### src/rtl/revgate_pkg.sv
package revgate_pkg;

  localparam int GW        = 3;
  localparam int NUM_GATES = 4;

  typedef enum logic [1:0] {
    G_SWAP  = 2'd0,
    G_FAN   = 2'd1,
    G_UNIV  = 2'd2,
    G_CCNOT = 2'd3
  } gate_kind_e;

  function automatic gate_kind_e kind_of(input int idx);
    case (idx)
      0:       return G_SWAP;
      1:       return G_FAN;
      2:       return G_UNIV;
      default: return G_CCNOT;
    endcase
  endfunction

  // Control on bit 2; the two data wires exchange when it is high.
  function automatic logic [GW-1:0] f_swap(input logic [GW-1:0] v);
    logic a, b, c;
    {a, b, c} = v;
    return {a, (a ? c : b), (a ? b : c)};
  endfunction

  function automatic logic [GW-1:0] f_fan(input logic [GW-1:0] v);
    logic a, b, c;
    {a, b, c} = v;
    return {a, a ^ b, a ^ c};
  endfunction

  function automatic logic [GW-1:0] f_univ(input logic [GW-1:0] v);
    logic a, b, c, t;
    {a, b, c} = v;
    t = a & ~c;
    return {a ^ b, (~b & c) ^ t, (b & c) ^ t};
  endfunction

  function automatic logic [GW-1:0] f_ccnot(input logic [GW-1:0] v);
    logic a, b, c;
    {a, b, c} = v;
    return {a, b, c ^ (a & b)};
  endfunction

endpackage

### src/rtl/revgate_lane.sv
module revgate_lane
  import revgate_pkg::*;
#(
  parameter gate_kind_e KIND = G_SWAP
) (
  input  logic [GW-1:0] v,
  output logic [GW-1:0] y
);

  generate
    if (KIND == G_SWAP) begin : g_swap
      always_comb y = f_swap(v);
    end else if (KIND == G_FAN) begin : g_fan
      always_comb y = f_fan(v);
    end else if (KIND == G_UNIV) begin : g_univ
      always_comb y = f_univ(v);
    end else begin : g_ccnot
      always_comb y = f_ccnot(v);
    end
  endgenerate

endmodule

### src/rtl/parity_probe.sv
module parity_probe #(
  parameter int W = 3
) (
  input  logic [W-1:0] src,
  input  logic [W-1:0] dst,
  output logic         src_par,
  output logic         dst_par,
  output logic         mismatch
);

  always_comb begin
    src_par  = ^src;
    dst_par  = ^dst;
    mismatch = src_par ^ dst_par;
  end

endmodule

### src/rtl/revgate_parity_bank.sv
module revgate_parity_bank
  import revgate_pkg::*;
(
  input  logic                 clk,
  input  logic                 rst,
  input  logic [GW-1:0]        vec_in,
  output logic [GW-1:0]        swap_out,
  output logic [GW-1:0]        fan_out,
  output logic [GW-1:0]        univ_out,
  output logic [GW-1:0]        ccnot_out,
  output logic                 par_in,
  output logic [NUM_GATES-1:0] par_out,
  output logic [NUM_GATES-1:0] par_err
);

  logic [GW-1:0]        lane_y  [NUM_GATES];
  logic [GW-1:0]        lane_q  [NUM_GATES];
  logic [NUM_GATES-1:0] src_par_c;
  logic [NUM_GATES-1:0] dst_par_c;
  logic [NUM_GATES-1:0] err_c;

  for (genvar gi = 0; gi < NUM_GATES; gi++) begin : g_lane
    revgate_lane #(.KIND(kind_of(gi))) u_gate (
      .v (vec_in),
      .y (lane_y[gi])
    );

    parity_probe #(.W(GW)) u_probe (
      .src      (vec_in),
      .dst      (lane_y[gi]),
      .src_par  (src_par_c[gi]),
      .dst_par  (dst_par_c[gi]),
      .mismatch (err_c[gi])
    );

    always_ff @(posedge clk) begin
      if (rst) lane_q[gi] <= '0;
      else     lane_q[gi] <= lane_y[gi];
    end
  end

  always_ff @(posedge clk) begin
    if (rst) begin
      par_in  <= 1'b0;
      par_out <= '0;
      par_err <= '0;
    end else begin
      par_in  <= src_par_c[0];
      par_out <= dst_par_c;
      par_err <= err_c;
    end
  end

  always_comb begin
    swap_out  = lane_q[0];
    fan_out   = lane_q[1];
    univ_out  = lane_q[2];
    ccnot_out = lane_q[3];
  end

endmodule

### config.mk
export PLATFORM = sky130hd
export DESIGN_NAME = revgate_parity_bank
export DESIGN_NICKNAME = d
export VERILOG_FILES = /design/src/rtl/revgate_pkg.sv /design/src/rtl/revgate_lane.sv /design/src/rtl/parity_probe.sv /design/src/rtl/revgate_parity_bank.sv
export SDC_FILE = /design/constraint.sdc
export NUM_CORES = 1
export LEC_CHECK = 0
export CELL_PAD_IN_SITES_DETAIL_PLACEMENT = 1
export CELL_PAD_IN_SITES_GLOBAL_PLACEMENT = 1
export CORE_MARGIN = 3
export CORE_UTILIZATION = 31
export CTS_CLUSTER_DIAMETER = 60
export DETAILED_ROUTE_END_ITERATION = 10
export DONT_BUFFER_PORTS = 1
export PLACE_DENSITY_LB_ADDON = 0.1
export SYNTH_ARGS = -nofsm -noshare
export SYNTH_HDL_FRONTEND = slang
export SYNTH_SLANG_ARGS = --single-unit
export TNS_END_PERCENT = 5
### constraint.sdc
create_clock -name clk -period 1.1 [get_ports clk]
set_clock_uncertainty 0.15 [all_clocks]
set_input_delay 0.055 -clock clk [delete_from_list [all_inputs] [get_ports clk]]
set_output_delay 0.055 -clock clk [all_outputs]
set_load 0.01 [all_outputs]
Yosys cells after proc, flatten, opt, wreduce, memory -nomap -nowiden
Memory sizes are Yosys's and may differ from the RTL's.
Cells that the tools add are included.
{"block": "word_totals", "out_inout_bits": 21, "memories": 1, "inputBits": 5, "regBits": 9, "mem_bits_rw": 12}
{"block": "classes", "n_reduce_logical": 5, "mux": 9, "bitwise_logic": 19}
{"memory": "lane_q", "words": 4, "width": 3, "read_ports": 4, "rd_ports_with_merged_regs": 0, "wr": 4, "line_no": "revgate_parity_bank.sv:17", "text": "logic [GW-1:0] lane_q [NUM_GATES];"}
{"op": "3-bit XOR reduction", "count": 5}
{"op": "3-bit two-way mux", "count": 4}
{"op": "1-bit XOR", "count": 9}
{"op": "1-bit two-way mux", "count": 5}
{"op": "1-bit bitwise AND", "count": 4}
{"op": "1-bit OR", "count": 4}
{"op": "1-bit NOT", "count": 2}

Depth between registers and ports, before layout
Gate-level depths: netlist (run 1).
{"block": "logic_depth", "depth_word": 5, "depth_mapped": 4, "depth_no_buf": 4}

Hierarchy
A second synthesis (run 1) with hierarchy kept.
{"block": "hier_totals", "hier_cells": 80, "hier_area_um2": 1038.5}
{"mod": "revgate_parity_bank", "cells_per_inst": 44, "area_per_inst_um2": 624.3, "n_inst": 1, "seq_area_each_um2": 420.4}
{"mod": "parity_probe", "cells_per_inst": 5, "area_per_inst_um2": 75.1, "n_inst": 4, "seq_area_each_um2": 0.0}
{"mod": "revgate_lane (g_lane[2].u_gate)", "cells_per_inst": 6, "area_per_inst_um2": 31.3, "n_inst": 1, "seq_area_each_um2": 0.0}
{"mod": "revgate_lane (g_lane[0].u_gate)", "cells_per_inst": 3, "area_per_inst_um2": 30.0, "n_inst": 1, "seq_area_each_um2": 0.0}
{"mod": "revgate_lane (g_lane[3].u_gate)", "cells_per_inst": 4, "area_per_inst_um2": 27.5, "n_inst": 1, "seq_area_each_um2": 0.0}
{"mod": "revgate_lane (g_lane[1].u_gate)", "cells_per_inst": 3, "area_per_inst_um2": 25.0, "n_inst": 1, "seq_area_each_um2": 0.0}

Worst setup path before layout (run 1)
OpenSTA, ideal clock, no wires.
{"block": "synth_timing", "kind": "input-to-reg", "start": "input vec_in[1]", "end": "register par_err[2]", "arrival_time_ns": 0.725, "path_slack_ns": 0.098, "path_buffers": 0, "setup_ns": 0.128, "path_stages": 4, "path_cell_list": "ha_1 -> xor2_1 -> xnor2_1 -> nor2_1"}
{"block": "synth_via", "elab_chain_cells": 5}
{"element": "from (decl)", "line_no": "revgate_parity_bank.sv:6", "text": "input logic [GW-1:0] vec_in,"}
{"element": "1-bit NOT", "line_no": "revgate_pkg.sv:39", "text": "return {a ^ b, (~b & c) ^ t, (b & c) ^ t};"}
{"element": "1-bit bitwise AND", "line_no": "revgate_pkg.sv:39"}
{"element": "1-bit XOR", "line_no": "revgate_pkg.sv:39"}
{"element": "3-bit XOR reduction", "line_no": "parity_probe.sv:13", "text": "dst_par = ^dst;"}
{"element": "1-bit XOR (*)", "line_no": "parity_probe.sv:14", "text": "mismatch = src_par ^ dst_par;"}
{"element": "to (signal assigned)", "line_no": "revgate_parity_bank.sv:50", "text": "par_err <= err_c;"}
{"element": "to (decl)", "line_no": "revgate_parity_bank.sv:13", "text": "output logic [NUM_GATES-1:0] par_err"}
Mark *: on every way between the ends. The rest lies on a longest branch, timed or not.
A chain may end at the register's enable or synchronous reset.

Final worst setup path (run 1)
{"block": "layout_timing", "start": "input vec_in[0]", "end": "register par_out[3]"}
{"block": "layout_via", "elab_chain_cells": 2}
{"element": "1-bit XOR", "line_no": "revgate_pkg.sv:45", "text": "return {a, b, c ^ (a & b)};"}
{"element": "3-bit XOR reduction", "line_no": "parity_probe.sv:13"}
{"element": "to (signal assigned)", "line_no": "revgate_parity_bank.sv:49", "text": "par_out <= dst_par_c;"}
{"element": "to (decl)", "line_no": "revgate_parity_bank.sv:12", "text": "output logic [NUM_GATES-1:0] par_out,"}
Every way passes these cells.

==> results.sh, run 1 <==
export IMPL_maxCapViolCount=0
export IMPL_drc=0
export IMPL_drtPass1Iterations=3
export IMPL_fin_tns_setup_ns=0
export IMPL_htree_levels=1
export IMPL_fp_dieH_um=48.8
export IMPL_fmax_ghz=0.948
export IMPL_hold_path_class="input pin to flop"
export IMPL_slew_headroom_pct=65.6
export IMPL_vdd_ir_drop_max_uv=435
export IMPL_setup_ws_ns=0.0450
export IMPL_swShare_pct=24.3
export IMPL_io_buffers=0
export IMPL_finalCritPeriodShare_pct=95.9
export IMPL_initial_core_util_pct=35.2
export IMPL_final_core_util_pct=39.4
export IMPL_viasPerCell=4.16
export IMPL_multi_input_area_um2=211
export IMPL_yosys_warnings=0
export IMPL_rsz0062_at_grt="no"
export IMPL_cts_sinks=14
export IMPL_criticalPathCategory="input pin to flop"
export IMPL_power_per_cell_area_nw_per_um2=1580
export IMPL_synth_distinct_cells=14
export IMPL_cts_buffer_depth=2
export IMPL_crit_start="vec_in[0]"
export IMPL_drive_gt1_share_pct=7.27
export IMPL_endpoint="par_out[3]"
export IMPL_design_portCount=26
export IMPL_fp_dieW_um=48.8
export IMPL_place_congestion=0.613
export IMPL_critPathRequiredTime_ns=1.09
export IMPL_grt_antenna_before_repair=0
export IMPL_coreArea_um2=1610
export IMPL_syn_avg_cell_area_um2=10.7
export IMPL_hold_worst_slack_ns=-0.264
export IMPL_seq_area_frac_synth_pct=49.3
export IMPL_cp_max_fo=6
export IMPL_cp_end_kind="flop"
export IMPL_syn_cell_area_um2=568
export IMPL_cts_tree="built"
export IMPL_vias=329
export IMPL_final_area_um2=634
export IMPL_clockPowerShare_pct=26.7
export IMPL_detail_route_antenna_nets=0
export IMPL_fillCellCount=181
export IMPL_cts_resized=0
export IMPL_setup_viol=0
export IMPL_grt_max_degree=15
export IMPL_dpl_cell_area_um2=522
export IMPL_internal_power_mw=0.758
export IMPL_p_comb_share_pct=13.8
export IMPL_ys_seq_elements=14
export IMPL_hold_viol=7
export IMPL_grt_pass1_wl_mm=1.80
export IMPL_grt_util_all_layers_pct=10.2
export IMPL_dr_first_iter_drc_count=1
export IMPL_grt_pass1_vias=384
export IMPL_dp_slack_ns=0.0200
export IMPL_seqPwrFrac_pct=59.6
export IMPL_failed_checks="negative hold slack"
export IMPL_cts_root_buf="clkbuf_4"
export IMPL_critPathLaunchType="input pin"
export IMPL_synth_cells=53
export IMPL_totalWireLength_mm=1.07
export IMPL_slew_viol_final=0
export IMPL_diodes=0
export IMPL_syn_to_final_growth_pct=11.7
export IMPL_grt_overflow=0
export IMPL_period_needed_ns=1.06
export IMPL_wl_per_cell_um=13.5
export IMPL_worstMarginPinSlew_ns=0.515
export IMPL_cts_hold_fix_buffers=9
export IMPL_die_area_um2=2380
export IMPL_arrival_ns=1.04
export IMPL_row_count=14
export IMPL_cts_setup_buffers=0
export IMPL_p_sw_mw=0.244
export IMPL_leakage_nw=0.258
export IMPL_status="finished with violations"
export IMPL_cts_inserted_buffers=3
export IMPL_clkTransAtPathRegs_ns=0.07
export IMPL_fin_nets=63
export IMPL_seq_area_um2=280
power groups by stage:
stage	clock network [mW]	registers [mW]	logic, mW
3_3_place_gp	0	0.610	0.0816
6_report	0.267	0.597	0.138
4_1_cts	0.282	0.598	0.136
3_5_place_dp	0	0.610	0.0875
2_1_floorplan	0	0.595	0.135
5_1_grt	0.314	0.602	0.152
metrics by stage:
step | cells | power, mW
after floorplan | 54 | 0.730
after global placement | 67 | 0.691
after detailed placement | 67 | 0.698
after CTS | 79 | 1.02
after global routing | 79 | 1.07
final | 79 | 1.00
Yosys cell counts:
library cell,number,area [µm²]
conb_1,1,3.75
buf_6,1,11.3
dfxtp_1,14,280
ha_1,1,12.5
xor2_1,2,17.5
a211oi_1,1,7.51
nor2b_1,5,31.3
buf_2,1,5.00
clkbuf_1,1,3.75
buf_4,8,60.1
xor2_4,1,27.5
nor2_1,9,33.8
xnor2_1,5,43.8
mux2i_1,3,30.0
cells in the final DEF, fill, tap and decap left out, drive strengths merged:
| cell | n |
|---|---|
| dfxtp | 14 |
| nor2 | 9 |
| dlygate4sd3 | 9 |
| xnor2 | 5 |
| nor2b | 5 |
| mux2i | 3 |
| clkbuf | 3 |
| xor2 | 3 |
| conb | 2 |
| a211oi | 1 |
| ha | 1 |
how the worst min path moves through the flow:
stage | end | start | cells past startpoint | slack [ns]
3_3_place_gp | lane_q[1][0] | rst | 1 | -0.02
5_1_grt | lane_q[2][1] | vec_in[1] | 1 | -0.29
4_1_cts | lane_q[2][1] | vec_in[1] | 1 | -0.28
2_1_floorplan | lane_q[1][0] | rst | 1 | -0.02
6_report | lane_q[2][1] | vec_in[1] | 1 | -0.26
3_5_place_dp | lane_q[3][1] | rst | 1 | -0.02
final cells by class:
cell class | instances | share of cell area (%)
well taps | 24 | 4.73
multi-input cells | 29 | 33.3
repair buffers | 9 | 14.2
flip-flops and latches | 14 | 44.2
clock buffers | 3 | 3.55
flip-flops by register name, summed over array words and instances, names as in the netlist:
register	count
lane_q	9
par_err	2
par_out	2
par_in	1
cells by family (layout without fill, tap and decap cells):
family	Yosys count	in the layout	synth area share (%)
XOR/XNOR	8	8	15.6
flip-flops	14	14	49.3
adder cells (fa/ha/maj)	1	1	2.20
buffers and inverters	11	12	14.1
multiplexers	3	3	5.29
other	1	2	0.660
AO/OA/AOI/OAI	1	1	1.32
AND/OR/NAND/NOR	14	14	11.5
layer usage:
metal | vias to the layer above | global-route usage, % | share of wire [%]
met3 | 2 | 3.98 | 7.9
met1 | 155 | 8.80 | 36
met5 | - | 0 | 0
met4 | 0 | 5.69 | 0.75
met2 | 14 | 19.7 | 55
li1 | 158 | - | -
worst max-delay path, stage by stage:
cell and delay (ns):
xor2_4 0.17, dlygate4sd3_1 0.59, xnor2_1 0.18, nor2_1 0.05
Note: power is estimated with default switching activity, not from simulation.
==> run 2, diff against run 1 <==
--- a/config.mk
+++ b/config.mk
@@ -5,9 +5,9 @@
 export SDC_FILE = /design/constraint.sdc
 export NUM_CORES = 1
 export LEC_CHECK = 0
+export CAP_MARGIN = 0
 export CELL_PAD_IN_SITES_DETAIL_PLACEMENT = 1
 export CELL_PAD_IN_SITES_GLOBAL_PLACEMENT = 1
-export CORE_MARGIN = 3
 export CORE_UTILIZATION = 31
 export CTS_CLUSTER_DIAMETER = 60
 export DETAILED_ROUTE_END_ITERATION = 10
==> results.sh, run 2 (synthesis gave the netlist of run 1 again) <==
export IMPL_row_count=15
export IMPL_design_portCount=26
export IMPL_grt_util_all_layers_pct=9.88
export IMPL_cts_setup_buffers=0
export IMPL_slew_viol_final=0
export IMPL_diodes=0
export IMPL_grt_max_degree=15
export IMPL_dp_slack_ns=0.0672
export IMPL_worstPathBufferInverterCount=1
export IMPL_cts_hold_fix_buffers=6
export IMPL_viasPerCell=4.01
export IMPL_critPathLaunchType="input pin"
export IMPL_slowest_stage="dlygate4sd3_1"
export IMPL_drtPass1Iterations=1
export IMPL_place_congestion=0.619
export IMPL_fp_dieH_um=44.8
export IMPL_syn_to_final_growth_pct=6.61
export IMPL_cts_buffer_depth=2
export IMPL_critPathRequiredTime_ns=1.09
export IMPL_design_power_total_mw=0.982
export IMPL_dpl_cell_area_um2=523
export IMPL_cpLargestDelayFamily="buffers and inverters"
export IMPL_fillCellCount=202
export IMPL_cts_root_buf="clkbuf_4"
export IMPL_finalCritPeriodShare_pct=95.2
export IMPL_dr_first_iter_drc_count=0
export IMPL_criticalPathCategory="input pin to flop"
export IMPL_dp_cells=68
export IMPL_setup_viol=0
export IMPL_grt_pass1_wl_mm=1.35
export IMPL_htree_levels=1
export IMPL_cp_end_kind="flop"
export IMPL_layout_common_cells="dfxtp_1 (14), nor2_1 (9), dlygate4sd3_1 (6), xnor2_1 (5), nor2b_1 (5)"
export IMPL_power_per_cell_area_nw_per_um2=1620
export IMPL_grt_pass1_vias=312
export IMPL_cp_max_fo=4
export IMPL_maxCapViolCount=0
export IMPL_coreArea_um2=1730
export IMPL_detail_route_antenna_nets=0
export IMPL_period_needed_ns=1.05
export IMPL_seq_area_um2=280
export IMPL_final_common_cell="dfxtp_1"
export IMPL_status="finished with violations"
export IMPL_initial_core_util_pct=32.9
export IMPL_regMostFlops="lane_q"
export IMPL_grt_antenna_before_repair=0
export IMPL_cts_sinks=14
export IMPL_worstPathCellList="xor2_4, dlygate4sd3_1, xnor2_1, nor2_1"
export IMPL_final_core_util_pct=35.1
export IMPL_clkTransAtPathRegs_ns=0.07
export IMPL_io_buffers=0
export IMPL_fin_nets=60
export IMPL_fin_cells=77
export IMPL_grt_overflow=0
export IMPL_arrival_ns=1.04
export IMPL_multi_input_area_um2=211
export IMPL_hold_viol=9
export IMPL_cts_resized=0
export IMPL_leakage_nw=0.246
export IMPL_totalWireLength_um=863
export IMPL_hold_worst_slack_ns=-0.261
export IMPL_vias=309
export IMPL_reg_top3="lane_q x9, par_err x2, par_out x2"
export IMPL_largest_reg_flops=9
export IMPL_rsz0062_at_grt="no"
export IMPL_die_area_um2=2010
export IMPL_final_area_um2=606
export IMPL_hold_path_class="input pin to flop"
export IMPL_drive_gt1_share_pct=7.69
export IMPL_fmax_ghz=0.955
export IMPL_vdd_ir_drop_max_uv=521
export IMPL_slowest_delay_ns=0.61
export IMPL_wl_per_cell_um=11.2
export IMPL_cts_inserted_buffers=3
export IMPL_fp_dieW_um=44.8
export IMPL_setup_ws_ns=0.0526
export IMPL_fin_tns_setup_ns=0
export IMPL_failed_checks="negative hold slack"
export IMPL_drc=0
export IMPL_cts_tree="built"
## run 2: path summary, 6_finish.rpt
path              startpoint           end  slack (ns)  depth (start not counted)
setup / recovery   vec_in[0]    par_out[3]        0.05                          4
hold / removal     vec_in[1]  lane_q[2][1]       -0.26                          1
## run 2: area by class of cell
class,instances,area share [%]
Clock buffer,3,3.72
Multi-Input combinational cell,29,34.9
Sequential cell,14,46.3
Tap cell,25,5.17
Timing Repair Buffer,6,9.92
## run 2: report_power, final
group          switching, mW  total, mW  internal [mW]
Sequential            0.0461      0.595          0.549
Clock                  0.145      0.272          0.127
Combinational         0.0478      0.115         0.0675
Total                  0.239      0.982          0.743
## run 2: per-layer routing
layer	part of all wire, %	vias up	GRT usage, %
met2	49	14	14.4
li1	-	152	-
met5	0	-	0
met3	11	0	4.40
met1	39	143	10.6
met4	0	0	9.09
